[config.mk]
export PLATFORM = sky130hd
export DESIGN_NAME = kbd_cmd_responder
export DESIGN_NICKNAME = d
export VERILOG_FILES = /design/src/rtl/kbd_cmd_responder.sv
export SDC_FILE = /design/constraint.sdc
export NUM_CORES = 2
export LEC_CHECK = 0
export ABC_AREA = 1
export BUFFER_PORTS_ARGS = -buffer_cell sky130_fd_sc_hd__clkbuf_2
export CORE_UTILIZATION = 40
export DETAILED_ROUTE_END_ITERATION = 6
export PLACE_DENSITY = 0.53
export REMOVE_ABC_BUFFERS = 1
export SLEW_MARGIN = 20
export SYNTH_ARGS = -nofsm -noshare
export SYNTH_HDL_FRONTEND = slang
export SYNTH_SLANG_ARGS = --single-unit
[constraint.sdc]
create_clock -name clk -period 6.2 [get_ports clk]
set_input_delay 0.31 -clock clk [delete_from_list [all_inputs] [get_ports clk]]
set_output_delay 0.31 -clock clk [all_outputs]
set_load 0.005 [all_outputs]
[src/rtl/kbd_cmd_responder.sv]
module kbd_cmd_responder #(
  parameter int        DEPTH    = 256,
  parameter logic [6:0] CAPS_KEY = 7'h77,
  parameter logic [6:0] NUM_KEY  = 7'h62
) (
  input  logic       clk,
  input  logic       rst_n,
  input  logic       cmd_valid,
  input  logic [7:0] cmd_byte,
  input  logic       key_valid,
  input  logic [6:0] key_code,
  input  logic       key_down,
  input  logic       pop,
  output logic [7:0] rd_data,
  output logic       not_empty,
  output logic       irq
);
  localparam int AW = $clog2(DEPTH);
  localparam int CW = AW + 1;

  logic [7:0]    mem [DEPTH];
  logic [AW-1:0] wr_ptr, rd_ptr;
  logic [CW-1:0] count;
  logic          led_q;
  logic [1:0]    caps_st, num_st;
  logic          irq_q;

  wire cmd_live  = cmd_valid & ~led_q;
  wire is_reset  = cmd_live & (cmd_byte == 8'h01);
  wire is_layout = cmd_live & ((cmd_byte == 8'h07) | (cmd_byte == 8'h0F));
  wire flush     = is_reset | is_layout;

  wire is_caps = key_code == CAPS_KEY;
  wire is_num  = key_code == NUM_KEY;

  logic [1:0] lock_cur, lock_nxt;
  logic       key_drop;
  always_comb begin
    lock_cur = is_caps ? caps_st : num_st;
    lock_nxt = key_down ? (lock_cur ^ 2'b01) : (lock_cur ^ 2'b10);
    key_drop = (is_caps | is_num) &
               (key_down ? (lock_nxt == 2'd2) : (lock_nxt == 2'd3));
  end

  wire       key_push = key_valid & ~key_drop;
  wire [7:0] key_byte = {~key_down, key_code};

  wire empty  = count == '0;
  wire full   = count == CW'(DEPTH);
  wire pop_ok = pop & ~empty;
  wire push_ok = key_push & ~full;

  wire [AW-1:0] reply_len = is_reset ? AW'(3) : AW'(2);

  always_ff @(posedge clk) begin
    if (flush) begin
      mem[AW'(0)] <= is_reset ? 8'hFF : 8'hFE;
      mem[AW'(1)] <= is_reset ? 8'h04 : 8'h21;
      if (is_reset) mem[AW'(2)] <= 8'h7F;
      if (key_push) mem[reply_len] <= key_byte;
    end else if (push_ok) begin
      mem[wr_ptr] <= key_byte;
    end
  end

  always_ff @(posedge clk) begin
    if (!rst_n) begin
      wr_ptr <= '0;
      rd_ptr <= '0;
      count  <= '0;
      irq_q  <= 1'b0;
    end else if (flush) begin
      rd_ptr <= '0;
      wr_ptr <= reply_len + AW'(key_push);
      count  <= CW'(reply_len) + CW'(key_push);
      irq_q  <= 1'b1;
    end else begin
      if (push_ok) wr_ptr <= wr_ptr + AW'(1);
      if (pop_ok)  rd_ptr <= rd_ptr + AW'(1);
      count <= count + CW'(push_ok) - CW'(pop_ok);
      irq_q <= push_ok | (pop_ok & (count > CW'(1)));
    end
  end

  always_ff @(posedge clk) begin
    if (!rst_n) begin
      led_q   <= 1'b0;
      caps_st <= 2'd0;
      num_st  <= 2'd0;
    end else begin
      if (cmd_valid) led_q <= ~led_q & (cmd_byte == 8'h0E);
      if (key_valid & is_caps) caps_st <= lock_nxt;
      if (key_valid & is_num)  num_st  <= lock_nxt;
    end
  end

  assign not_empty = ~empty;
  assign rd_data   = empty ? 8'h00 : mem[rd_ptr];
  assign irq       = irq_q;

  AST_COUNT_BOUND: assert property (@(posedge clk) disable iff (!rst_n)
    count <= CW'(DEPTH));
  AST_FULL_HOLDS: assert property (@(posedge clk) disable iff (!rst_n)
    (full && key_valid && !pop && !cmd_valid) |=> (count == CW'(DEPTH)));
  AST_REPLY_HEAD: assert property (@(posedge clk) disable iff (!rst_n)
    (cmd_valid && !led_q && cmd_byte == 8'h01) |=> (rd_data == 8'hFF && count >= CW'(3)));
  AST_SKIP_ONESHOT: assert property (@(posedge clk) disable iff (!rst_n)
    (led_q && cmd_valid) |=> !led_q);
  AST_EMPTY_POP: assert property (@(posedge clk) disable iff (!rst_n)
    (empty && pop && !key_valid && !cmd_valid) |=> !not_empty);
  AST_IRQ_HAS_DATA: assert property (@(posedge clk) disable iff (!rst_n)
    irq |-> not_empty);
endmodule

==> reports/metrics.cfg <==
[status]
status = finished, final reports clean

[global_routing]
grt_max_degree = 159
antenna_found_initial = 7
grt_pass1_wl_mm = 367
grt_usage = 0.230
grt-ovfl-total = 0
grt_pass1_vias = 54300

[sta]
holdWs_ps = 52.3
post-route-period-util = 0.823
setup_slack_ps = 1100
fmaxAchievable_ghz = 0.196
worstMarginPinSlew_ps = 1200
rsz0062_at_grt = no
finalSetupViolCount = 0
slew_headroom = 0.197
drv_slew = 0
fin_worst_skew_ps = 30.4
final-hold-violation-count = 0
finalCriticalPeriod_ps = 5100

[setup_path]
crit_arrival_ps = 4790
cp-end-kind = primary output
cp_top_family = simple AND/OR/NAND/NOR gates
cp_num_buf_inv = 3
start_kind = flip-flop
crit_slowest_cell = dfxtp_4
path_max_fanout = 69
cp.required_ps = 5890
max_stage_delay_ps = 720
path_class = reg -> out
cp_cell_sequence = buf_4 -> buf_4 -> o21ai_0 -> o22ai_1 -> nand2_1 -> nand3_1 -> nand3_1 -> nand3_1 -> nand2_1 -> nor2_1 -> nor2_1 -> nor2_1 -> clkbuf_2

[layout]
drive_above_1_share = 0.0710
layout.nets = 7041
area_growth_pct = 11.7
fill_cells = 19100

[floorplanning]
num_rows = 168
die_h_um = 462
dieArea_um2 = 214000
core-area_um2 = 210000
io_pins = 31
start_util = 0.403
dieWidth_um = 462

[detailed_routing]
drt_iter0_drc = 6417
dr.pass1.iters = 6
num_vias = 55700
avgRoutedWirePerCell_um = 25.1
drt-total-wl_mm = 250
drc = 0
vias_per_cell = 5.58
ant_nets = 0

[logic_synthesis]
syn_avg_cell_area_um2 = 11.9
ys_ff_latch = 2087
synth_top_flop_cell = edfxtp_1
syn-cell-area_um2 = 84800
synth_edf_count = 2048
synthCells = 7120
synthArstFlopShare = 0
ys_warn_count = 0
ys_seq_area_frac = 0.734
yosysUniqueCellTypes = 43

[worst_hold_path]
hp-class = in -> reg

[clock_tree]
cts_tree = built
cts_setup_buffers = 0
cts_buffers = 214
cts_buffer_depth = 3
cts-root-buf = clkbuf_16
htree_levels = 4
insertion_delay_ps = 850
clk_pin_slew_worst_paths_ps = 60
clkSinkCount = 2087

[pwr]
irDropWorstVdd_uv = 289
leakage_nw = 31.8
p_per_area_nw_per_um2 = 343

[placement]
pre_cts_ws_ps = 1730
dpl.hpwl_mm = 141
gp_congestion = 0.872
place.port_buffers = 30

[flow_run]
maxCapViolations = 0

## final timing paths
path / from / end / slack, ps / cells past startpoint
setup / recovery: flip-flop / rd_data[7] / 1100 / 13
setup reg to reg: led_q / mem[218][4] / 2270 / 10
hold / removal: cmd_byte[7] / mem[0][0] / 50 / 4
hold reg to reg: rd_ptr[1] / flip-flop / 500 / 2
## per-layer routing
metal | up-vias | global-route usage | part of all wire
met4 | 2 | 0.0770 | 0.033
met1 | 27900 | 0.326 | 0.44
met3 | 395 | 0.0349 | 0.070
met2 | 2157 | 0.360 | 0.46
met5 | - | 0 | 0.000028
li1 | 25300 | - | -
## timing repair
action / 4_1_cts / 5_1_grt
hold buffers: 14 / 0
endpoints found under the hold margin: 248 / 0
gates resized for setup: 0 / 0
## placed cells by master (no fill, tap or decap), types with 5 or more instances in the layout
| master | synthesis | routed |
|---|---|---|
| clkinvlp_4 | 0 | 7 |
| nor2_4 | 8 | 8 |
| inv_2 | 7 | 6 |
| nand2_2 | 24 | 32 |
| bufinv_16 | 0 | 20 |
| clkbuf_1 | 298 | 40 |
| nor3_1 | 5 | 5 |
| inv_1 | 139 | 136 |
| clkbuf_2 | 0 | 23 |
| clkbuf_16 | 0 | 217 |
| clkinv_1 | 2 | 51 |
| ha_1 | 19 | 19 |
| dfxtp_1 | 39 | 33 |
| buf_8 | 0 | 7 |
| and3_1 | 9 | 9 |
| nand3_1 | 1386 | 1386 |
| buf_4 | 5 | 79 |
| dfxtp_4 | 0 | 5 |
| a21oi_1 | 97 | 97 |
| nor2_1 | 705 | 701 |
| nand2_1 | 1435 | 1425 |
| clkinv_2 | 0 | 41 |
| o21ai_0 | 476 | 476 |
| nor2_2 | 2 | 6 |
| dlygate4sd3_1 | 0 | 14 |
| edfxtp_1 | 2048 | 2048 |
| nand4_1 | 8 | 8 |
| buf_12 | 0 | 27 |
| o22ai_1 | 192 | 192 |
## cell usage after synthesis (2+ instances only)
master,n,area (um^2)
nor2_2,2,12.5
nor2_4,8,90.1
o21a_1,2,15.0
or2_2,2,12.5
o21ai_0,476,2380
dfxtp_1,39,781
and2_1,4,25.0
edfxtp_1,2048,61500
inv_1,139,522
a21oi_1,97,485
clkinv_1,2,7.51
nor3_1,5,25.0
clkbuf_1,298,1120
o21ai_1,2,10.0
nand2_2,24,150
nand3_1,1386,6940
buf_4,5,37.5
buf_1,76,285
and3_1,9,56.3
nand3b_1,2,15.0
xor2_1,4,35.0
a221oi_1,2,17.5
o22ai_1,192,1200
ha_1,19,238
nor2_1,705,2650
inv_2,7,26.3
nand4_1,8,50.1
a31oi_1,2,12.5
nand2_1,1435,5390
buf_2,106,531
nand3_2,2,20.0
## final cells by class
type                    count  area [um^2]  share of cell area
diodes                      1         2.50           0.0000264
clock buffers             257         5580              0.0589
clock inverters           130         1200              0.0127
inverters                 148          588             0.00621
multi-input cells        4399        20000               0.211
flip-flops and latches   2087        62300               0.658
well taps                2805         3510              0.0371
repair buffers            150         1490              0.0158
## sequential cells by signal (all words and copies together) (netlist names), named ones only
name,count
irq,1
led_q,1
caps_st,2
rd_ptr,8
num_st,2
wr_ptr,8
count,9
mem,2048
## stage by stage
stage / cell area [um^2] / power (mW) / util / cells / TNS [ps]
6_report: 94700 / 32.5 / 0.451 / 9977 / 0
5_1_grt: 94700 / 33.6 / 0.451 / 9976 / 0
4_1_cts: 94700 / 32.7 / 0.451 / 9976 / 0
3_5_place_dp: 87800 / 20.1 / 0.418 / 9575 / 0
3_3_place_gp: 87800 / 20.1 / 0.418 / 9575 / 0
2_1_floorplan: 82800 / 19.3 / - / 6634 / -407270
## worst register-to-register path: cells and delay by family, from the launching register on
kind / cells / cell delay (ps)
AND/OR/NAND/NOR: 9 / 3020
flip-flops: 1 / 320
buffers and inverters: 1 / 210
## power by group
| part | switching [mW] | internal (mW) | leakage, nW |
|---|---|---|---|
| clock | 5.43 | 7.21 | 3.32 |
| sequential | 0.0708 | 15.5 | 18.7 |
| combinational | 3.10 | 1.15 | 9.76 |
## kinds of logic (layout without fill, tap and decap cells)
family | after synthesis | count (layout) | synth area share
AO/OA/AOI/OAI | 776 | 776 | 0.0491
XOR/XNOR | 4 | 4 | 0.000413
adder cells (fa/ha/maj) | 20 | 20 | 0.00304
buffers and inverters | 634 | 685 | 0.0299
flip-flops | 2087 | 2087 | 0.734
other | 0 | 1 | 0
AND/OR/NAND/NOR | 3599 | 3599 | 0.183
Power figures use the tool's default switching activity.
